==> src/rtl/busPortPkg.sv <==
package busPortPkg;
  typedef struct packed {
    logic captureData;
    logic loadLatch;
    logic driveBus;
  } portStrobes_t;
endpackage

==> src/rtl/portControl.sv <==
module portControl
  import busPortPkg::*;
#(
  parameter int ADDR_W = 16,
  parameter int PORT_W = 8,
  parameter bit MEM_MAPPED = 1'b0,
  parameter logic [PORT_W-1:0] OUT_PORT = 8'hFF,
  parameter logic [PORT_W-1:0] IN_PORT = 8'h0F,
  parameter logic [ADDR_W-1:0] OUT_MEM_ADDR = 16'h40FF,
  parameter logic [ADDR_W-1:0] IN_MEM_ADDR = 16'h400F
) (
  input  logic              clk,
  input  logic              rstN,
  input  logic [ADDR_W-1:0] addr,
  input  logic              ioMem,
  input  logic              rdN,
  input  logic              wrN,
  output portStrobes_t      strobes
);
  localparam int HI_LSB = ADDR_W - PORT_W;

  logic spaceOk;
  logic outHit;
  logic inHit;
  logic wrSel;
  logic armed;

  generate
    if (MEM_MAPPED) begin : g_memDecode
      assign spaceOk = !ioMem;
      assign outHit  = (addr == OUT_MEM_ADDR);
      assign inHit   = (addr == IN_MEM_ADDR);
    end else begin : g_ioDecode
      logic unusedAddrLow;
      assign unusedAddrLow = ^addr[HI_LSB-1:0];
      assign spaceOk = ioMem;
      assign outHit  = (addr[ADDR_W-1:HI_LSB] == OUT_PORT);
      assign inHit   = (addr[ADDR_W-1:HI_LSB] == IN_PORT);
    end
  endgenerate

  assign wrSel = !wrN && spaceOk && outHit;

  always_ff @(posedge clk or negedge rstN) begin
    if (!rstN) armed <= 1'b0;
    else       armed <= wrSel;
  end

  always_comb begin
    strobes.captureData = wrSel;
    strobes.loadLatch   = armed && wrN;
    strobes.driveBus    = !rdN && spaceOk && inHit;
  end
endmodule

==> src/rtl/portDatapath.sv <==
module portDatapath
  import busPortPkg::*;
#(
  parameter int DATA_W = 8
) (
  input  logic              clk,
  input  logic              rstN,
  input  portStrobes_t      strobes,
  input  logic [DATA_W-1:0] busIn,
  input  logic [DATA_W-1:0] switchIn,
  output logic [DATA_W-1:0] busOut,
  output logic              busOutEn,
  output logic [DATA_W-1:0] ledN
);
  logic [DATA_W-1:0] holdReg;
  logic [DATA_W-1:0] latchReg;

  always_ff @(posedge clk or negedge rstN) begin
    if (!rstN)                    holdReg <= '0;
    else if (strobes.captureData) holdReg <= busIn;
  end

  always_ff @(posedge clk or negedge rstN) begin
    if (!rstN)                  latchReg <= '0;
    else if (strobes.loadLatch) latchReg <= holdReg;
  end

  assign ledN     = ~latchReg;
  assign busOutEn = strobes.driveBus;
  assign busOut   = strobes.driveBus ? switchIn : '0;
endmodule

==> src/rtl/busPortUnit.sv <==
module busPortUnit
  import busPortPkg::*;
#(
  parameter int ADDR_W = 16,
  parameter int DATA_W = 8,
  parameter int PORT_W = 8,
  parameter bit MEM_MAPPED = 1'b0,
  parameter logic [PORT_W-1:0] OUT_PORT = 8'hFF,
  parameter logic [PORT_W-1:0] IN_PORT = 8'h0F,
  parameter logic [ADDR_W-1:0] OUT_MEM_ADDR = 16'h40FF,
  parameter logic [ADDR_W-1:0] IN_MEM_ADDR = 16'h400F
) (
  input  logic              clk,
  input  logic              rstN,
  input  logic [ADDR_W-1:0] busAddr,
  input  logic [DATA_W-1:0] busData,
  input  logic              ioMem,
  input  logic              rdN,
  input  logic              wrN,
  input  logic [DATA_W-1:0] switches,
  output logic [DATA_W-1:0] dataOut,
  output logic              dataOutEn,
  output logic [DATA_W-1:0] ledN
);
  portStrobes_t strobes;

  portControl #(
    .ADDR_W(ADDR_W), .PORT_W(PORT_W), .MEM_MAPPED(MEM_MAPPED),
    .OUT_PORT(OUT_PORT), .IN_PORT(IN_PORT),
    .OUT_MEM_ADDR(OUT_MEM_ADDR), .IN_MEM_ADDR(IN_MEM_ADDR)
  ) u_control (
    .clk(clk), .rstN(rstN), .addr(busAddr), .ioMem(ioMem),
    .rdN(rdN), .wrN(wrN), .strobes(strobes)
  );

  portDatapath #(.DATA_W(DATA_W)) u_datapath (
    .clk(clk), .rstN(rstN), .strobes(strobes), .busIn(busData),
    .switchIn(switches), .busOut(dataOut), .busOutEn(dataOutEn), .ledN(ledN)
  );
endmodule

==> config.mk <==
export PLATFORM = sky130hd
export DESIGN_NAME = busPortUnit
export DESIGN_NICKNAME = d
export VERILOG_FILES = /design/src/rtl/busPortPkg.sv /design/src/rtl/portControl.sv /design/src/rtl/portDatapath.sv /design/src/rtl/busPortUnit.sv
export SDC_FILE = /design/constraint.sdc
export NUM_CORES = 1
export LEC_CHECK = 0
export BUFFER_PORTS_ARGS = -buffer_cell sky130_fd_sc_hd__clkbuf_2
export CORE_MARGIN = 5
export CORE_UTILIZATION = 41
export CTS_CLUSTER_DIAMETER = 150
export DETAILED_ROUTE_END_ITERATION = 6
export GPL_TIMING_DRIVEN = 0
export HOLD_SLACK_MARGIN = 0.12
export PLACE_DENSITY = 0.78
export SLEW_MARGIN = 25
export SYNTH_ARGS = -nofsm -noshare
export SYNTH_HDL_FRONTEND = slang
export SYNTH_HIERARCHICAL = 1
export SYNTH_SLANG_ARGS = --single-unit
==> constraint.sdc <==
create_clock -name clk -period 3.7 [get_ports clk]
set_input_delay 1.11 -clock clk [delete_from_list [all_inputs] [get_ports clk]]
set_output_delay 1.11 -clock clk [all_outputs]
set_load 0.05 [all_outputs]
==> flow_summary.toml <==
[outcome]
status = "complete, no violations"

[setup_path]
r2r-start = "u_control/armed"
cp-startpoint = "busAddr[12]"
critPathKind = "in2out"
cp_data_required_time_ns = 2.59
startpoint_type = "primary input"
worstPathArrival_ns = 2.50
cp_max_fo = 5
cp-end-kind = "output port"

[die]
num_rows = 16
die-area_um2 = 3034
fp.dieH_um = 55.08
start_util = 0.4291
die_w_um = 55.08
num_io_pins = 54
core_um2 = 1942

[finish]
nets = 148
layout-drive-gt1-share = 0.6545
syn2layout_area_growth_pct = 42.94
diodes = 0
stdcell_area_um2 = 1191

[logic_synthesis]
ys_top_cells_by_area = "dfrtp_1 (51%), mux2_4 (29%), and2_1 (6.8%)"
yosysMostFrequentCell = "dfrtp_1"
syn_avg_cell_area_um2 = 14.12
yosys_warnings = 6
async_flop_share = 1.000
post_synth_num_cell_types = 10
synth-main-ff-cell = "dfrtp_1"
yosys.area.top_type = "dfrtp_1"
synth_top_area_share = 0.5105
synth_common_cells = "dfrtp_1 (17), mux2_4 (16), and2_1 (9)"
ys_seq_elements = 17
syn_nets = 96
synth-edff-count = 0
synth.cell_area_um2 = 833.3
post_synth_inst_count = 59
ys_seq_area_frac = 0.5105

[cts]
cts_buffers = 3
cts_tree = "yes"
clock_sinks = 17
clockBufferDepth = 2
cts-root-buf = "clkbuf_4"
h-tree-depth = 1
clk_pin_slew_worst_paths_ns = 0.09
clock_latency_ns = 0.27

[worst_hold_path]
hold_class = "reg2reg"
hold_start = "u_datapath/holdReg[4]"

[pwr]
power.total_mw = 0.3074
seqPwrFrac = 0.616
p_per_area_nw_per_um2 = 258.1
p_sw_mw = 0.06254
pwr-share-comb = 0.082
intPower_mw = 0.2449
ir_drop_v = 0.0001426
p_sw_frac = 0.2034
leakage_nw = 0.6273
power_frac_clock = 0.301

[timing]
fin_tns_setup_ns = 0
hold_viol_final = 0
relSlewSlack = 0.7159
final-setup-viol-count = 0
clock_skew_ns = 0.001487
fmax_mhz = 277.3
worstMarginPinSlew_ns = 0.4202
rsz0062_at_grt = "false"
fin_crit_ns = 3.606
drv_slew = 0
fin_crit_sh = 0.9747

[placed_design]
post_dp_cell_area_um2 = 1092
port_buffers = 45
place_congestion = 0.7104

[global_routing]
antenna_found_initial = 0
grt_pass1_vias = 708
grt_usage = 0.1349
grt_max_degree = 18
overflow = 0
grt_pass1_wl_um = 2918

[drt]
wl_per_cell_um = 13.53
dr.pass1.iters = 4
drt-total-wl_um = 1853
ant_nets = 0
vias_per_cell = 4.526
route.detailed.drc = 0
vias = 620
drt_iter0_drc = 4

[flow_run]
maxCapViolations = 0
==> state kept, by name, indices dropped and copies added, names as in the netlist <==
register and count:
u_datapath/holdReg 8, u_datapath/latchReg 8, u_control/armed 1
==> final timing paths <==
| kind | end | slack [ns] | cells past startpoint |
|---|---|---|---|
| worst max-delay path | dataOut[1] | 0.09 | 6 |
| worst max register to register | u_datapath/latchReg[5] | 2.62 | 3 |
| worst min register to register | u_datapath/latchReg[4] | 0.52 | 1 |
| min in group asynchronous | u_datapath/latchReg[4] | 0.75 | 1 |
| worst min-delay path | u_datapath/latchReg[4] | 0.52 | 1 |
| max in group asynchronous | u_datapath/latchReg[1] | 2.66 | 1 |
==> cell usage in the layout (no fill, tap or decap) <==
cell type and count:
or4_4 1, clkbuf_1 1, clkbuf_2 36, nor4b_1 1
inv_1 8, clkbuf_4 4, buf_2 1, dfrtp_1 17
nor4b_4 1, buf_4 5, clkbuf_8 1, mux2_4 16
buf_6 7, and2_1 9, nand4_1 2
==> power groups by stage <==
stage,Combinational [mW],Clock [mW],Sequential (mW)
after floorplan,0.00548,0,0.193
after global placement,0.0234,0,0.193
after detailed placement,0.0246,0,0.193
after CTS,0.0256,0.0974,0.190
after global routing,0.0285,0.105,0.190
final,0.0253,0.0926,0.189
==> cell type report <==
class,instances,area (um^2)
well taps,27,33.78
inverters,8,30.03
multi-input cells,30,352.8
clock buffers,4,26.28
plain buffers,4,37.54
flip-flops and latches,17,425.4
fillers,170,750.7
repair buffers,47,285.3
==> per-layer routing <==
layer  part of all wire  track usage  vias up
met3               0.12      0.04021        0
met2               0.53       0.2598       43
met4                  0      0.03644        0
met5                  0            0        -
li1                   -            -      297
met1               0.35       0.1393      280
==> stage by stage <==
| stage | hold WS (ns) | setup slack (ns) | std cells | util |
|---|---|---|---|---|
| after floorplan | 0.4816 | 0.05740 | 59 | - |
| after global routing | 0.5343 | 0.03617 | 137 | 0.6134 |
| final | 0.5156 | 0.09370 | 137 | 0.6134 |
| after detailed placement | 0.4958 | -0.2098 | 131 | 0.5625 |
| after CTS | 0.5206 | 0.000004441 | 136 | 0.5992 |
| after global placement | 0.4864 | -0.09670 | 131 | 0.5625 |
==> logic make-up after synthesis <==
kind of cell,count (synthesis),share of synthesized area
flip-flops,17,0.5105
multiplexers,16,0.2883
AND/OR/NAND/NOR,14,0.1201
buffers and inverters,12,0.08108
==> critical path: stages <==
cell and delay (ns):
clkbuf_2 0.09, or4_4 0.54, nor4b_4 0.26, buf_4 0.18, and2_1 0.14, clkbuf_8 0.18
==> repair_timing <==
item / in CTS / in global routing
gates resized for setup: 11 / 14
hold buffers: 0 / 0
gates cloned: 0 / 1
setup endpoints to repair: 9 / 9
buffers inserted: 1 / 0
hold endpoints to repair: 0 / 0
pin swaps: 1 / 1
No activity file was read; power rests on OpenSTA's default activity.
